`config.mk`:
```
export PLATFORM = sky130hd
export DESIGN_NAME = tdm_out_advance
export DESIGN_NICKNAME = d
export VERILOG_FILES = /design/src/rtl/tdm_adv_pkg.sv /design/src/rtl/tdm_adv_ctrl.sv /design/src/rtl/tdm_adv_dp.sv /design/src/rtl/tdm_out_advance.sv
export SDC_FILE = /design/constraint.sdc
export NUM_CORES = 1
export LEC_CHECK = 0
export BUFFER_PORTS_ARGS = -buffer_cell sky130_fd_sc_hd__buf_4
export CAP_MARGIN = 15
export CELL_PAD_IN_SITES_DETAIL_PLACEMENT = 0
export CELL_PAD_IN_SITES_GLOBAL_PLACEMENT = 1
export CORE_MARGIN = 1.5
export CORE_UTILIZATION = 45
export DETAILED_ROUTE_END_ITERATION = 10
export GPL_TIMING_DRIVEN = 0
export PLACE_DENSITY_LB_ADDON = 0.1
export SLEW_MARGIN = 0
export SYNTH_ARGS = -nofsm -noshare
export SYNTH_HDL_FRONTEND = slang
export SYNTH_SLANG_ARGS = --single-unit
```
`constraint.sdc`:
```
create_clock -name clk -period 3.16 [get_ports clk]
set_clock_uncertainty 0.1 [all_clocks]
set_input_delay 0.632 -clock clk [delete_from_list [all_inputs] [get_ports clk]]
set_output_delay 0.632 -clock clk [all_outputs]
set_load 0.1 [all_outputs]
```
`src/rtl/tdm_adv_pkg.sv`:
```
`timescale 1ns/1ps
package tdm_adv_pkg;
  typedef enum logic {RATE_SLOW = 1'b0, RATE_FAST = 1'b1} rate_e;

  // strobes from control to datapath
  typedef struct packed {
    logic load;
    logic shift;
  } serStrobe_t;

  localparam int SLOW_BIT_LOG2 = 3;  // 8 clocks per bit
  localparam int FAST_BIT_LOG2 = 2;  // 4 clocks per bit

  // advance in system clocks for a rate and a code
  function automatic logic [2:0] advClocks(rate_e r, logic [1:0] code);
    if (r == RATE_SLOW) return {code, 1'b0};
    return {1'b0, code};
  endfunction
endpackage

```
`src/rtl/tdm_adv_ctrl.sv`:
```
`timescale 1ns/1ps
module tdm_adv_ctrl
  import tdm_adv_pkg::*;
#(
  parameter int FRAME_CLKS = 16384,
  parameter int WORD_W     = 8,
  localparam int PH_W      = $clog2(FRAME_CLKS),
  localparam int WORD_LOG2 = $clog2(WORD_W),
  localparam int CHAN_W    = PH_W - WORD_LOG2 - FAST_BIT_LOG2
) (
  input  logic              clk,
  input  logic              rstN,
  input  logic              framePulse,
  input  logic              rateSel,
  input  logic [1:0]        advSel,
  output serStrobe_t        strb,
  output logic [CHAN_W-1:0] fetchChan
);
  localparam int SH_SLOW = SLOW_BIT_LOG2 + WORD_LOG2;
  localparam int SH_FAST = FAST_BIT_LOG2 + WORD_LOG2;

  logic [PH_W-1:0] advPhase, advPhaseNext;
  logic [PH_W-1:0] bitMask, chanMask;
  rate_e activeRate, nextRate, reqRate;
  logic chanStart, bitStart;

  assign reqRate  = rate_e'(rateSel);
  assign nextRate = framePulse ? reqRate : activeRate;

  always_comb begin
    if (framePulse)
      advPhaseNext = PH_W'(advClocks(reqRate, advSel));
    else if (advPhase == PH_W'(FRAME_CLKS - 1))
      advPhaseNext = '0;
    else
      advPhaseNext = advPhase + 1'b1;
  end

  always_comb begin
    if (nextRate == RATE_SLOW) begin
      bitMask   = PH_W'((1 << SLOW_BIT_LOG2) - 1);
      chanMask  = PH_W'((1 << SH_SLOW) - 1);
      fetchChan = CHAN_W'(advPhaseNext >> SH_SLOW);
    end else begin
      bitMask   = PH_W'((1 << FAST_BIT_LOG2) - 1);
      chanMask  = PH_W'((1 << SH_FAST) - 1);
      fetchChan = CHAN_W'(advPhaseNext >> SH_FAST);
    end
  end

  assign chanStart  = (advPhaseNext & chanMask) == '0;
  assign bitStart   = (advPhaseNext & bitMask) == '0;
  assign strb.load  = framePulse | chanStart;
  assign strb.shift = bitStart & ~strb.load;

  always_ff @(posedge clk or negedge rstN) begin
    if (!rstN) begin
      advPhase   <= '0;
      activeRate <= RATE_SLOW;
    end else begin
      advPhase <= advPhaseNext;
      if (framePulse) activeRate <= reqRate;
    end
  end
endmodule

```
`src/rtl/tdm_adv_dp.sv`:
```
`timescale 1ns/1ps
module tdm_adv_dp
  import tdm_adv_pkg::*;
#(
  parameter int WORD_W = 8
) (
  input  logic              clk,
  input  logic              rstN,
  input  serStrobe_t        strb,
  input  logic [WORD_W-1:0] chanByte,
  output logic              serOut
);
  logic [WORD_W-1:0] shiftReg;

  always_ff @(posedge clk or negedge rstN) begin
    if (!rstN)           shiftReg <= '0;
    else if (strb.load)  shiftReg <= chanByte;
    else if (strb.shift) shiftReg <= {shiftReg[WORD_W-2:0], 1'b0};
  end

  assign serOut = shiftReg[WORD_W-1];
endmodule

```
`src/rtl/tdm_out_advance.sv`:
```
`timescale 1ns/1ps
module tdm_out_advance
  import tdm_adv_pkg::*;
#(
  parameter int FRAME_CLKS = 16384,
  parameter int WORD_W     = 8,
  localparam int CHAN_W    = $clog2(FRAME_CLKS) - $clog2(WORD_W) - FAST_BIT_LOG2
) (
  input  logic              clk,
  input  logic              rstN,
  input  logic              framePulse,
  input  logic              rateSel,
  input  logic [1:0]        advSel,
  input  logic [WORD_W-1:0] chanByte,
  output logic              fetchStrobe,
  output logic [CHAN_W-1:0] fetchChan,
  output logic              serOut
);
  serStrobe_t strb;

  tdm_adv_ctrl #(.FRAME_CLKS(FRAME_CLKS), .WORD_W(WORD_W)) ctrl_i (
    .clk(clk), .rstN(rstN), .framePulse(framePulse), .rateSel(rateSel),
    .advSel(advSel), .strb(strb), .fetchChan(fetchChan)
  );

  tdm_adv_dp #(.WORD_W(WORD_W)) dp_i (
    .clk(clk), .rstN(rstN), .strb(strb), .chanByte(chanByte), .serOut(serOut)
  );

  assign fetchStrobe = strb.load;
endmodule

```
==> results.ini <==
[clock_network]
cts.sink_count=23
clock_root_buffer=clkbuf_4
hold_buffer_count_at_cts=0
clk_path_buf_depth=2
tritoncts=done
clk_transition_reported_paths_ps=130
worst_skew_pair.late_latency_ps=310
tritoncts.num_buffers=3
cts_htree_levels=1

[drt]
drc=2
initialDrtViolationCount=33
routedWlPerCell_um=13.9
routed_wirelength_um=2680
final_antenna_net_count=0
via_density=5.52
first_pass_iters=9
dr_total_vias=1065

[worst_setup_path]
critPathRequiredTime_ps=2430
length_in_cells_of_the_worst_reg_to_reg_path=6
crit_path_start_kind=flop
r2r_end=dp_i.shiftReg[7]$_DFFE_PN0P_
worstPathBufferInverterCount=1
ff2ff_setup_slack_ps=820
worst_path_largest_cell_delay_ps=480
r2r-start=ctrl_i.advPhase[0]$_DFF_PN0_
timing.critical_path.arrival_ps=2280
worst_setup_path_end_kind=output pin
cpMaxStageDelayCell=dfrtp_1
critPathMaxFanout=6
critPathTopFamily=simple AND/OR/NAND/NOR gates
worstSetupPathType=reg2out
cp_cell_sequence=and3_1, nand3_1, or3_1, a211oi_1, a21o_1, buf_4

[die]
core_area_mm2=0.00281
num_io_pins=25
floorplan.initialDensity_pct=48.3
fp.dieArea_mm2=0.00335
std_cell_rows=19
floorplan.die.height_um=57.9
die-width_um=57.9

[run_status]
failing_checks=design-rule violations
status=complete, but fails checks

[synth]
post_synth_main_area_contributors=dfrtp_1 (43%), mux2_2 (17%), nor2_1 (4.2%)
postSynthNetCount=142
yosysWarnings=0
synth_area_leader_cell=dfrtp_1
synth.ff_latch_count=23
synth-edff-count=0
post_synth_instance_area_mm2=0.00135
ys_flop_type=dfrtp_1
synth-async-reset-ratio_pct=100
yosysSeqAreaShare_pct=42.5
post-synth-top-count-cell=dfrtp_1
syn-mean-instance-area_um2=10.7
ys_top_cells_by_count=dfrtp_1 (23), mux2_2 (21), nor2_1 (15)
post_synth_num_cell_types=35
synth_cells=127
synth_largest_type_area_fraction_pct=42.5

[place]
dp.final_hpwl_um=2000
port_buffers=24
gpl.final_weighted_congestion=0.810

[global_route]
first_global_vias=1034
grt_antenna_before_repair=0
grt_remaining_overflow=0
grt_usage_pct=17.9
grt_first_pass_wirelength_um=4610
pin_count_of_the_biggest_net_entering_global_routing=24

[timing]
setup_viol_count_final=0
min_period_over_period_pct=95.4
slew_viol_final=0
slew_headroom_pct=58.1
worst_tran_pin_value_ps=611
finalHoldViolations=0
final.setup.tns_ps=0
period_minus_slack_ps=3020
timing.hold.ws_ps=91.5
setup_repair_after_global_routing_missed_its_margin=no
timing.fmax_mhz=332

[final_layout]
final_layout_size_suffix_gt1_share_pct=42.6
nets=178
n_fill_cell=247
diodes=0
flow.area_growth_from_synthesis_pct=24.2

[power_and_ir_drop]
vdd.ir_drop.worst_uv=183
pwr_density_cell_mw_per_mm2=386
p_leak_nw=0.756

[run]
cap_viol_max_count=0

[min_path]
holdCritPathClass=in2async

power breakdown:
group	switching [mW]	internal (mW)	leakage, nW
combinational	0.0924	0.0855	0.445
clock	0.0853	0.0492	0.0150
sequential	0.0162	0.320	0.296
total	0.194	0.455	0.756
per-layer routing:
metal | part of all wire [%] | vias up | global-route usage [%]
met3 | 4.1 | 6 | 2.01
met1 | 48 | 497 | 24.4
met2 | 46 | 28 | 28.4
met5 | 0 | - | 0
met4 | 2.1 | 0 | 8.64
li1 | - | 534 | -
cell usage in the layout (no fill, tap or decap), drive strengths merged:
| master | n |
|---|---|
| buf | 33 |
| dfrtp | 23 |
| mux2 | 21 |
| nor2 | 15 |
| xnor2 | 6 |
| inv | 6 |
| clkbuf | 6 |
| nand4 | 5 |
| nand3 | 5 |
| xor2 | 4 |
| nand2 | 4 |
| o21ai | 4 |
| mux2i | 3 |
| a21o | 3 |
| and3 | 3 |
| nand3b | 2 |
| or3 | 2 |
| a21oi | 2 |
| and4 | 2 |
| nor3 | 2 |
| a31o | 1 |
| a41o | 1 |
| a22o | 1 |
| a31oi | 1 |
| o311ai | 1 |
| a41oi | 1 |
| a32o | 1 |
| a211oi | 1 |
| nor4 | 1 |
| o2bb2ai | 1 |
| ha | 1 |
kinds of logic after synthesis:
family | count (synthesis) | synth area share (%)
compound gates | 18 | 11.5
xor+xnor | 10 | 6.47
fa+ha+maj | 1 | 0.924
buf+inv | 10 | 3.42
flops | 23 | 42.5
mux | 24 | 19.7
simple gates | 41 | 15.5
flip-flops by register name (all words and copies together), names as in the netlist:
register	count
ctrl_i.activeRate	1
ctrl_i.advPhase	14
dp_i.shiftReg	8
what timing repair did:
item	4_1_cts	5_1_grt
endpoints found under the setup margin	0	10
setup buffers	0	8
resized for setup	0	7
through the flow:
step / util, % / worst slack (ps) / instance area [um^2] / total power [mW] / std cells
floorplan: - / 232 / 1360 / 0.462 / 127
global placement: 56.2 / 141 / 1580 / 0.504 / 182
detailed placement: 56.2 / 95.9 / 1580 / 0.510 / 182
CTS: 57.1 / 8.09 / 1600 / 0.647 / 186
global route: 59.9 / 10.7 / 1680 / 0.690 / 193
finish: 59.9 / 144 / 1680 / 0.649 / 193
worst reg2reg max path, cell delays in order, from the launching register on:
cell       delay [ps]
dfrtp_1           430
ha_2              330
nor2_1             40
a22o_1            280
o2bb2ai_2         410
mux2_2            390
mux2_2            260
layout make-up:
type / instances / area (um^2) / area share [%]
clock buffer: 4 / 26.3 / 1.56
timing repair buffer: 32 / 244 / 14.5
tap: 31 / 38.8 / 2.31
inverter: 6 / 22.5 / 1.34
sequential: 23 / 576 / 34.2
multi-input combinational: 94 / 754 / 44.9
buffer: 3 / 20.0 / 1.19
worst max path at each step:
stage | start | slack (ps) | depth (start not counted) | end
after floorplan | ctrl_i.advPhase[0]$_DFF_PN0_ | 230 | 7 | fetchChan[8]
after global routing | ctrl_i.advPhase[3]$_DFF_PN0_ | 10 | 8 | fetchChan[0]
after detailed placement | framePulse | 100 | 7 | fetchStrobe
after global placement | framePulse | 140 | 7 | fetchStrobe
final | ctrl_i.advPhase[2]$_DFF_PN0_ | 140 | 6 | fetchChan[7]
after CTS | ctrl_i.advPhase[0]$_DFF_PN0_ | 8 | 8 | fetchStrobe
Power figures use the tool's default switching activity.
